==> src/rtl/tmr_pair_pkg.sv <==
package tmr_pair_pkg;
  localparam int unsigned NUM_SRC       = 4;
  localparam int unsigned SEL_W         = 2;
  localparam int unsigned CTRL_EN_BIT   = 0;
  localparam int unsigned CTRL_RST_BIT  = 1;
  localparam int unsigned CTRL_COMB_BIT = 3;
  localparam int unsigned CTRL_TC_BIT   = 7;

  typedef enum logic [SEL_W-1:0] {
    SRC_32K  = 2'd0,
    SRC_1K   = 2'd1,
    SRC_32HZ = 2'd2,
    SRC_SYS  = 2'd3
  } tick_src_e;
endpackage

==> src/rtl/tmr_tick_sel.sv <==
module tmr_tick_sel #(
  parameter int unsigned NSRC  = 4,
  parameter int unsigned SEL_W = 2
) (
  input  logic [NSRC-1:0]  ticks_i,
  input  logic [SEL_W-1:0] sel_i,
  output logic             tick_o
);
  always_comb begin
    tick_o = 1'b0;
    for (int s = 0; s < NSRC; s++) begin
      if (sel_i == SEL_W'(s)) tick_o = ticks_i[s];
    end
  end
endmodule

==> src/rtl/tmr_chan_cfg.sv <==
module tmr_chan_cfg
  import tmr_pair_pkg::*;
#(
  parameter int unsigned W = 24
) (
  input  logic             clk_i,
  input  logic             rst_ni,
  input  logic             wr_ctrl_i,
  input  logic             wr_sel_i,
  input  logic             wr_preset_i,
  input  logic             rd_ctrl_i,
  input  logic [31:0]      wdata_i,
  input  logic             tc_i,
  output logic             en_o,
  output logic             load_o,
  output logic [SEL_W-1:0] sel_o,
  output logic [W-1:0]     preset_o,
  output logic [7:0]       ctrl_o
);
  logic             en_q, comb_q, flag_q;
  logic [SEL_W-1:0] sel_q;
  logic [W-1:0]     preset_q;

  always_ff @(posedge clk_i or negedge rst_ni) begin
    if (!rst_ni) begin
      en_q     <= 1'b0;
      comb_q   <= 1'b0;
      sel_q    <= '0;
      preset_q <= '0;
    end else begin
      if (wr_ctrl_i) begin
        en_q   <= wdata_i[CTRL_EN_BIT];
        comb_q <= wdata_i[CTRL_COMB_BIT];
      end
      if (wr_sel_i)    sel_q    <= wdata_i[SEL_W-1:0];
      if (wr_preset_i) preset_q <= wdata_i[W-1:0];
    end
  end

  // set beats read-clear
  always_ff @(posedge clk_i or negedge rst_ni) begin
    if (!rst_ni)        flag_q <= 1'b0;
    else if (tc_i)      flag_q <= 1'b1;
    else if (rd_ctrl_i) flag_q <= 1'b0;
  end

  assign en_o     = en_q;
  assign load_o   = wr_ctrl_i & wdata_i[CTRL_RST_BIT];
  assign sel_o    = sel_q;
  assign preset_o = preset_q;
  assign ctrl_o   = {flag_q, 3'b000, comb_q, 2'b00, en_q};

  p_flag_set_r7: assert property (@(posedge clk_i) disable iff (!rst_ni)
    tc_i |=> ctrl_o[CTRL_TC_BIT]);
  p_flag_clr_r7: assert property (@(posedge clk_i) disable iff (!rst_ni)
    (rd_ctrl_i && !tc_i) |=> !ctrl_o[CTRL_TC_BIT]);
  p_preset_nonzero_r2: assert property (@(posedge clk_i) disable iff (!rst_ni)
    load_o |-> (preset_q != '0));
endmodule

==> src/rtl/tmr_counter.sv <==
module tmr_counter #(
  parameter int unsigned W = 24
) (
  input  logic         clk_i,
  input  logic         rst_ni,
  input  logic         en_i,
  input  logic         load_i,
  input  logic         tick_i,
  input  logic         invert_i,
  input  logic [W-1:0] preset_i,
  output logic [W-1:0] count_o,
  output logic [31:0]  obs_o,
  output logic         tc_o,
  output logic         irq_o
);
  logic [W-1:0] cnt_q, cnt_d, cnt_inv;
  logic [31:0]  obs_q;
  logic         irq_q, adv, at_zero, tc, dec;

  assign adv     = en_i & tick_i & ~load_i;
  assign at_zero = (cnt_q == '0);
  assign tc      = adv & at_zero;
  assign dec     = adv & ~at_zero;

  always_comb begin
    cnt_d = cnt_q;
    if (load_i || tc) cnt_d = preset_i;
    else if (dec)     cnt_d = cnt_q - W'(1);
  end
  assign cnt_inv = ~cnt_d;

  always_ff @(posedge clk_i or negedge rst_ni) begin
    if (!rst_ni) begin
      cnt_q <= '0;
      obs_q <= '0;
      irq_q <= 1'b0;
    end else begin
      cnt_q <= cnt_d;
      obs_q <= invert_i ? 32'(cnt_inv) : 32'(cnt_d);
      irq_q <= tc;
    end
  end

  assign count_o = cnt_q;
  assign obs_o   = obs_q;
  assign tc_o    = tc;
  assign irq_o   = irq_q;

  p_reload_r3: assert property (@(posedge clk_i) disable iff (!rst_ni)
    (tick_i && en_i && !load_i && count_o == '0) |=> (count_o == $past(preset_i)));
  p_count_dn_r3: assert property (@(posedge clk_i) disable iff (!rst_ni)
    (tick_i && en_i && !load_i && count_o != '0) |=> (count_o == $past(count_o) - W'(1)));
  p_freeze_r5: assert property (@(posedge clk_i) disable iff (!rst_ni)
    (!en_i && !load_i) |=> $stable(count_o));
  p_restart_r11: assert property (@(posedge clk_i) disable iff (!rst_ni)
    load_i |=> (count_o == $past(preset_i)));
  p_irq_pulse_r8: assert property (@(posedge clk_i) disable iff (!rst_ni)
    irq_o |=> !irq_o);
endmodule

==> src/rtl/tmr_pair.sv <==
module tmr_pair
  import tmr_pair_pkg::*;
#(
  parameter int unsigned ADDR_W      = 8,
  parameter int unsigned NUM_CH      = 2,
  parameter int unsigned LOW_W       = 24,
  parameter int unsigned HIGH_W      = 32,
  parameter int unsigned CTRL_BASE   = 'h10,
  parameter int unsigned CTRL_STRIDE = 8,
  parameter int unsigned SEL_OFS     = 1,
  parameter int unsigned PRE_OFS     = 4,
  parameter int unsigned OBS_BASE    = 'h48,
  parameter int unsigned OBS_STRIDE  = 4
) (
  input  logic              clk_i,
  input  logic              rst_ni,
  input  logic              wr_en_i,
  input  logic              rd_en_i,
  input  logic [ADDR_W-1:0] addr_i,
  input  logic [31:0]       wdata_i,
  output logic [31:0]       rdata_o,
  input  logic [NUM_SRC-1:0] ticks_i,
  output logic [NUM_CH-1:0] irq_o
);
  logic [NUM_CH-1:0] hit_ctrl, hit_sel, hit_pre, hit_obs;
  logic [NUM_CH-1:0] tc_w, en_w, load_w;
  logic [7:0]        ctrl_w   [NUM_CH];
  logic [SEL_W-1:0]  sel_w    [NUM_CH];
  logic [31:0]       preset32 [NUM_CH];
  logic [31:0]       obs32    [NUM_CH];
  logic [31:0]       cnt32    [NUM_CH];
  logic [31:0]       rd_mux, rdata_q;

  for (genvar i = 0; i < NUM_CH; i++) begin : g_ch
    localparam int unsigned W = (i % 2 == 0) ? LOW_W : HIGH_W;
    localparam logic [ADDR_W-1:0] A_CTRL = ADDR_W'(CTRL_BASE + i * CTRL_STRIDE);
    localparam logic [ADDR_W-1:0] A_SEL  = ADDR_W'(CTRL_BASE + i * CTRL_STRIDE + SEL_OFS);
    localparam logic [ADDR_W-1:0] A_PRE  = ADDR_W'(CTRL_BASE + i * CTRL_STRIDE + PRE_OFS);
    localparam logic [ADDR_W-1:0] A_OBS  = ADDR_W'(OBS_BASE + i * OBS_STRIDE);

    logic [W-1:0] preset, cnt;
    logic         src_tick, ch_tick, invert;

    assign hit_ctrl[i] = (addr_i == A_CTRL);
    assign hit_sel[i]  = (addr_i == A_SEL);
    assign hit_pre[i]  = (addr_i == A_PRE);
    assign hit_obs[i]  = (addr_i == A_OBS);

    tmr_chan_cfg #(.W(W)) i_cfg (
      .clk_i       (clk_i),
      .rst_ni      (rst_ni),
      .wr_ctrl_i   (wr_en_i & hit_ctrl[i]),
      .wr_sel_i    (wr_en_i & hit_sel[i]),
      .wr_preset_i (wr_en_i & hit_pre[i]),
      .rd_ctrl_i   (rd_en_i & hit_ctrl[i]),
      .wdata_i     (wdata_i),
      .tc_i        (tc_w[i]),
      .en_o        (en_w[i]),
      .load_o      (load_w[i]),
      .sel_o       (sel_w[i]),
      .preset_o    (preset),
      .ctrl_o      (ctrl_w[i])
    );

    tmr_tick_sel #(.NSRC(NUM_SRC), .SEL_W(SEL_W)) i_tsel (
      .ticks_i (ticks_i),
      .sel_i   (sel_w[i]),
      .tick_o  (src_tick)
    );

    if (i % 2 == 1) begin : g_hi
      // combine bit lives in the partner (even) channel
      assign invert  = ctrl_w[i-1][CTRL_COMB_BIT];
      assign ch_tick = invert ? tc_w[i-1] : src_tick;

      p_cascade_dec_r9: assert property (@(posedge clk_i) disable iff (!rst_ni)
        (ctrl_w[i-1][CTRL_COMB_BIT] && tc_w[i-1] && en_w[i] && !load_w[i] && cnt32[i] != 0)
        |=> (cnt32[i] == $past(cnt32[i]) - 32'd1));
      p_cascade_hold_r9: assert property (@(posedge clk_i) disable iff (!rst_ni)
        (ctrl_w[i-1][CTRL_COMB_BIT] && !tc_w[i-1] && !load_w[i]) |=> $stable(cnt32[i]));
    end else begin : g_lo
      assign invert  = 1'b0;
      assign ch_tick = src_tick;
    end

    tmr_counter #(.W(W)) i_cnt (
      .clk_i    (clk_i),
      .rst_ni   (rst_ni),
      .en_i     (en_w[i]),
      .load_i   (load_w[i]),
      .tick_i   (ch_tick),
      .invert_i (invert),
      .preset_i (preset),
      .count_o  (cnt),
      .obs_o    (obs32[i]),
      .tc_o     (tc_w[i]),
      .irq_o    (irq_o[i])
    );

    assign preset32[i] = 32'(preset);
    assign cnt32[i]    = 32'(cnt);

    if (W < 32) begin : g_narrow
      p_width_r6: assert property (@(posedge clk_i) disable iff (!rst_ni)
        (rd_en_i && hit_pre[i]) |=> (rdata_o[31:W] == '0));
    end
  end

  always_comb begin
    rd_mux = '0;
    for (int c = 0; c < NUM_CH; c++) begin
      if (hit_ctrl[c]) rd_mux = 32'(ctrl_w[c]);
      if (hit_sel[c])  rd_mux = 32'(sel_w[c]);
      if (hit_pre[c])  rd_mux = preset32[c];
      if (hit_obs[c])  rd_mux = obs32[c];
    end
  end

  always_ff @(posedge clk_i or negedge rst_ni) begin
    if (!rst_ni)      rdata_q <= '0;
    else if (rd_en_i) rdata_q <= rd_mux;
  end

  assign rdata_o = rdata_q;

  p_restart_rd_r1: assert property (@(posedge clk_i) disable iff (!rst_ni)
    (rd_en_i && |hit_ctrl) |=> (rdata_o[CTRL_RST_BIT] == 1'b0));
endmodule

==> config.mk <==
export PLATFORM = sky130hd
export DESIGN_NAME = tmr_pair
export DESIGN_NICKNAME = d
export VERILOG_FILES = /design/src/rtl/tmr_pair_pkg.sv /design/src/rtl/tmr_tick_sel.sv /design/src/rtl/tmr_chan_cfg.sv /design/src/rtl/tmr_counter.sv /design/src/rtl/tmr_pair.sv
export SDC_FILE = /design/constraint.sdc
export NUM_CORES = 1
export LEC_CHECK = 0
export BUFFER_PORTS_ARGS = -buffer_cell sky130_fd_sc_hd__buf_4
export CAP_MARGIN = 20
export CORE_UTILIZATION = 50
export CTS_BUF_LIST = sky130_fd_sc_hd__clkbuf_4 sky130_fd_sc_hd__clkbuf_8
export DETAILED_ROUTE_END_ITERATION = 10
export GPL_TIMING_DRIVEN = 0
export PLACE_DENSITY = 0.75
export SYNTH_ARGS = -nofsm -noshare
export SYNTH_HDL_FRONTEND = slang
export SYNTH_SLANG_ARGS = --single-unit
==> constraint.sdc <==
create_clock -name clk_i -period 6 [get_ports clk_i]
set_input_delay 0.9 -clock clk_i [delete_from_list [all_inputs] [get_ports clk_i]]
set_output_delay 0.9 -clock clk_i [all_outputs]
set_load 0.01 [all_outputs]
Word-level counts from Yosys, hierarchy flattened
Index checks and enable logic that the tools add are counted.

Register bits after elaboration: 188. Input port bits: 48. Output and inout port bits: 34. Logic and storage cells: 90.

Add/subtract/negate cells: 2. Equality and inequality tests: 14. Multiplexer cells: 26. Bitwise logic cells: 23. Reduce and logical (&&, ||, !) cells: 9.

Operators by type and width (number): $mux 32 (10); $eq 8x5->1 const B (6); $mux 24 (2); $logic_not 32->1 (1); $not 32->32 (1); $sub 32x1->32 const B (1); $logic_not 24->1 (1); $sub 24x1->24 const B (1); $and 1x1->1 (18); $eq 8x7->1 const B (2); $mux 1 (13); $eq 2x2->1 const B (4); $mux 8 (1); $reduce_bool 2->1 (3); $eq 2x1->1 const B (2); $logic_not 2->1 (2); $not 1->1 (4); $logic_or 1x1->1 (2).

Longest topological paths before layout
Depth after elaboration: 16. Depth in mapped cells: 11. Mapped depth without buffers: 9.

Hierarchy
From an unflattened synthesis, not the netlist that was laid out.

Cell total of the unflattened synthesis: 1069. Area total of the unflattened synthesis: 11377.2 um2.

By module, submodules not included: tmr_counter at g_ch[1].i_cnt (instances 1, cells each 332, area an instance 3321.9 um2, sequential area each 1626.6 um2); tmr_pair (instances 1, cells each 330, area an instance 2723.9 um2, sequential area each 800.8 um2); tmr_counter at g_ch[0].i_cnt (instances 1, cells each 244, area an instance 2441.1 um2, sequential area each 1226.2 um2); tmr_chan_cfg at g_ch[1].i_cfg (instances 1, cells each 89, area an instance 1596.5 um2, sequential area each 925.9 um2); tmr_chan_cfg at g_ch[0].i_cfg (instances 1, cells each 72, area an instance 1248.7 um2, sequential area each 725.7 um2); tmr_tick_sel (instances 2, cells each 1, area an instance 22.5 um2, sequential area each 0.0 um2).

Worst setup path after synthesis
OpenSTA, ideal clock, no wires.

Path type: input port to flip-flop. Start: input port addr_i[5]. End: register g_ch[1].i_cnt.obs_q[28]. Setup time: 146 ps. Data arrival time: 3021 ps. Setup slack: 2833 ps. Stages: 9. Path through: or4b_2 > clkbuf_1 > o41ai_1 > nor4_1 > nand3_2 > buf_2 > nor4_1 > o31a_1 > xor2_1.

Word-level cells in the longest chain between the ends: 14.

Ends and longest elaborated chain: from (decl) (RTL line tmr_pair.sv:19) `input logic [ADDR_W-1:0] addr_i,`; $eq 8x5->1 (RTL line tmr_pair.sv:44) `assign hit_ctrl[i] = (addr_i == A_CTRL);`; $and 1x1->1 (RTL line tmr_pair.sv:52) `.wr_ctrl_i (wr_en_i & hit_ctrl[i]),`; $and 1x1->1 (RTL line tmr_chan_cfg.sv:48) `assign load_o = wr_ctrl_i & wdata_i[CTRL_RST_BIT];`; $not 1->1 (RTL line tmr_counter.sv:20) `assign adv = en_i & tick_i & ~load_i;`; $and 1x1->1 (RTL line tmr_counter.sv:20); $and 1x1->1 (RTL line tmr_counter.sv:22) `assign tc = adv & at_zero;`; $mux 1 (RTL line tmr_pair.sv:74) `assign ch_tick = invert ? tc_w[i-1] : src_tick;`; $and 1x1->1 (2 in series) (RTL line tmr_counter.sv:20); $and 1x1->1, on equally long branches (RTL line tmr_counter.sv:23, tmr_counter.sv:22); $mux 32 / $logic_or 1x1->1 (equally long branches) (RTL line tmr_counter.sv:28, tmr_counter.sv:27); $mux 32 (*) (RTL line tmr_counter.sv:27) `if (load_i || tc) cnt_d = preset_i;`; via g_ch[1].i_cnt.cnt_d[28] (RTL line tmr_counter.sv:16) `logic [W-1:0] cnt_q, cnt_d, cnt_inv;`; $not 32->32 (RTL line tmr_counter.sv:30) `assign cnt_inv = ~cnt_d;`; $mux 32 (*) (RTL line tmr_counter.sv:39) `obs_q <= invert_i ? 32'(cnt_inv) : 32'(cnt_d);`; to (signal assigned) (RTL line tmr_counter.sv:39); to (decl) (RTL line tmr_counter.sv:17) `logic [31:0] obs_q;`.

The timed path passes the listed nets; every way through them passes the cells marked *. A chain may end at the register's enable or synchronous reset.

Worst setup path after layout
Start: register g_ch[1].i_cnt.cnt_q[3]. End: register g_ch[1].i_cnt.obs_q[6].

Word-level cells in the longest chain between the ends: 7.

Ends and longest elaborated chain: from (decl) (RTL line tmr_counter.sv:16); from (signal assigned) (RTL line tmr_counter.sv:38) `cnt_q <= cnt_d;`; branches (longest 4 deep; another with $sub 32x1->32); $mux 32 (*) (RTL line tmr_counter.sv:27); via g_ch[1].i_cnt.cnt_d[6] (RTL line tmr_counter.sv:16); $not 32->32 (RTL line tmr_counter.sv:30); $mux 32 (*) (RTL line tmr_counter.sv:39).

Mark *: on every way through the listed nets, which the timed path passes.

==> flow_summary_export.csv <==
group,metric,value,unit
sta,tns,0,ns
cells_and_area,final_util,58.44,%
setup_path,crit_type,"reg -> reg",
cells_and_area,drive_gt1_share,20.38,%
floorplanning,core_area,0.01796,mm^2
logic_synthesis,async_flop_share,100.0,%
routing,first_iter_violations,1200,
cells_and_area,syn_to_final_growth,14.17,%
global_routing,overflow,0,
setup_path,r2r-start,"g_ch[1].i_cnt.count_o[3]",
logic_synthesis,synth.ff_latch_count,188,
clock_network,clk_latency,0.48,ns
routing,viasPerCell,6.567,
setup_path,reg2reg_slack,2.00,ns
hold_path,hold_path_class,"in -> async",
sta,rsz0062_at_grt,"no",
clock_network,post_cts_buffers,0,
global_routing,top_usage_layer,"met2",
floorplanning,start_util,51.19,%
power,p_leak,0.004690,uW
global_routing,grt_use_met2,47.82,%
sta,slew_viol_final,0,
routing,first_pass_iters,6,
sta,finClkSkew,0.01120,ns
cells_and_area,final_cell_mix,"dfrtp_1, buf_4, nor2_1",
clock_network,cts_root_buf,"clkbuf_8",
setup_path,startpoint_type,"flip-flop",
logic_synthesis,syn_inst,884,
routing,drt-total-wl,27860,um
clock_network,cts_resized,0,
floorplanning,fp.dieW,137.6,um
place,numPortBuffers,79,
routing,wire_per_inst,22.75,um
sta,slew_headroom,21.55,%
cells_and_area,n_antenna_cell,0,
logic_synthesis,synth_area_leader_cell,"dfrtp_1",
clock_network,htree_num_levels,4,
clock_network,cts_max_path_buffers,2,
setup_path,end_kind,"flip-flop",
global_routing,antenna_found_initial,0,
floorplanning,ios,82,
status,status,"finished, final reports clean",
routing,vias,8044,
logic_synthesis,ys.flop_type,"dfrtp_1",
routing,drc,0,
global_routing,grt_pass1_vias,7746,
sta,tightestPinTransition,1.168,ns
clock_network,numCtsBuffers,17,
place,hpwl,19780,um
global_routing,gr-usage-met1,42.36,%
logic_synthesis,yosysTopAreaCellShare,51.16,%
floorplanning,dieArea,0.01894,mm^2
logic_synthesis,yosysSeqAreaShare,51.16,%
sta,fin_crit_sh,66.70,%
clock_network,ctsHoldBuffers,0,
setup_path,cp-startpoint,"g_ch[1].i_cnt.count_o[3]",
logic_synthesis,postSynthAreaPerCell,10.40,um^2
clock_network,clock-sinks,188,
global_routing,grt_first_pass_wirelength,43350,um
global_routing,grt_max_degree,99,
sta,fmax,0.2499,GHz
global_routing,use_met3,6.954,%
power,ir_drop,0.1782,mV
routing,ant_nets,0,
cells_and_area,final_common_cell,"dfrtp_1",
setup_path,r2r_cells,7,
clock_network,clk_pin_slew,0.10,ns
setup_path,r2r-end,"g_ch[1].i_cnt.obs_o[6]",
flow_run,maxCapViolCount,0,
setup_path,crit_arrival,4.34,ns
setup_path,required,6.34,ns
cells_and_area,finalNetCount,1035,
logic_synthesis,synth-edff-count,0,
logic_synthesis,yosysUniqueCellTypes,72,
floorplanning,die_h,137.6,um
logic_synthesis,netlist_top_cells_area,"dfrtp_1, mux2_2, xor2_1",
sta,setup_violations,0,
setup_path,critPathMaxFanout,10,
power,powerDensity,288.5,mW/mm^2
floorplanning,num_rows,49,
logic_synthesis,synth_nets,936,
global_routing,grt_use_total,31.12,%
sta,period_minus_slack,4.002,ns
place,place_congestion,0.9932,
clock_network,cts_tree,"done",
logic_synthesis,yosysWarnings,0,
logic_synthesis,synth_area,0.009195,mm^2
sta,hold_viol,0,
flip-flops by register name (all words and copies together), names as in the netlist:
| signal | cells |
|---|---|
| g_ch.i_cfg.flag_q | 2 |
| rdata_o | 32 |
| g_ch.i_cnt.count_o | 32 |
| g_ch.i_cnt.obs_o | 56 |
| g_ch.i_cfg.comb_q | 2 |
| g_ch.i_cfg.sel_o | 4 |
| g_ch.i_cfg.preset_o | 56 |
| g_ch.i_cfg.en_o | 2 |
| g_ch.i_cnt.irq_o | 2 |
kinds of logic after synthesis:
group	synth area share [%]
AOI/OAI and AO/OA	18.26
xor gates and xnor gates	3.334
muxes	8.436
and+or+nand+nor	15.05
DFF	51.16
adders and majority gates	0.5443
buffers and inverters	3.211
worst max-delay path by stage:
stage,endpoint,slack (ns)
after detailed placement,g_ch[0].i_cfg.preset_o[12],1.78
after floorplan,g_ch[1].i_cnt.obs_o[28],2.83
final,g_ch[1].i_cnt.obs_o[6],2.00
after global placement,g_ch[0].i_cfg.preset_o[5],1.80
after CTS,g_ch[1].i_cnt.obs_o[6],2.20
after global routing,g_ch[1].i_cnt.obs_o[6],1.83
worst max-delay path, cell delays in order, from the launching register on:
cell and delay (ns):
dfrtp_1 0.43, nor4_2 0.83, nand2_1 0.36, nor3_1 1.03, a31oi_1 0.31, clkbuf_1 0.36
o221a_2 0.40, xor2_1 0.15
per-stage QoR:
stage,hold slack [ns],cell area (um^2),setup slack (ns),power (uW),cells
2_1_floorplan,0.4444,9195,2.833,1927,884
3_3_place_gp,0.4656,10070,1.798,2149,1192
3_5_place_dp,0.4738,10110,1.777,2173,1193
4_1_cts,0.4259,10500,2.205,3014,1225
5_1_grt,0.4511,10500,1.828,3159,1225
6_report,0.4000,10500,1.998,3028,1225
synthesized netlist by cell type (7+ instances only):
library cell	count
nand2_1	66
or3_1	19
nand3_1	17
inv_1	14
nand4_1	8
xor2_1	34
nor2_1	78
or4_1	7
o22a_1	10
o31ai_1	7
a31oi_1	36
mux2_2	64
nor3_1	32
a22oi_1	9
o21ai_0	45
nor4_1	16
clkbuf_1	50
a21oi_1	50
dfrtp_1	188
a222oi_1	23
metal layers:
layer / vias to the layer above / wire [um]
li1: 3521 / -
met1: 3917 / 11430
met2: 532 / 12870
met3: 74 / 2694
met4: 0 / 865
met5: - / 0
area by class of cell:
class	count	area, um^2
Timing Repair Buffer	80	628.1
Multi-Input combinational cell	623	4195
Sequential cell	188	4705
Buffer	59	242.7
Tap cell	229	286.5
Clock buffer	19	255.2
Fill cell	1571	7466
Clock inverter	13	132.6
Inverter	14	52.55
where the power goes:
group / switching [uW] / internal (uW)
clock: 496 / 355
sequential: 140 / 1410
combinational: 385 / 244
(Power assumes the default switching activity.)
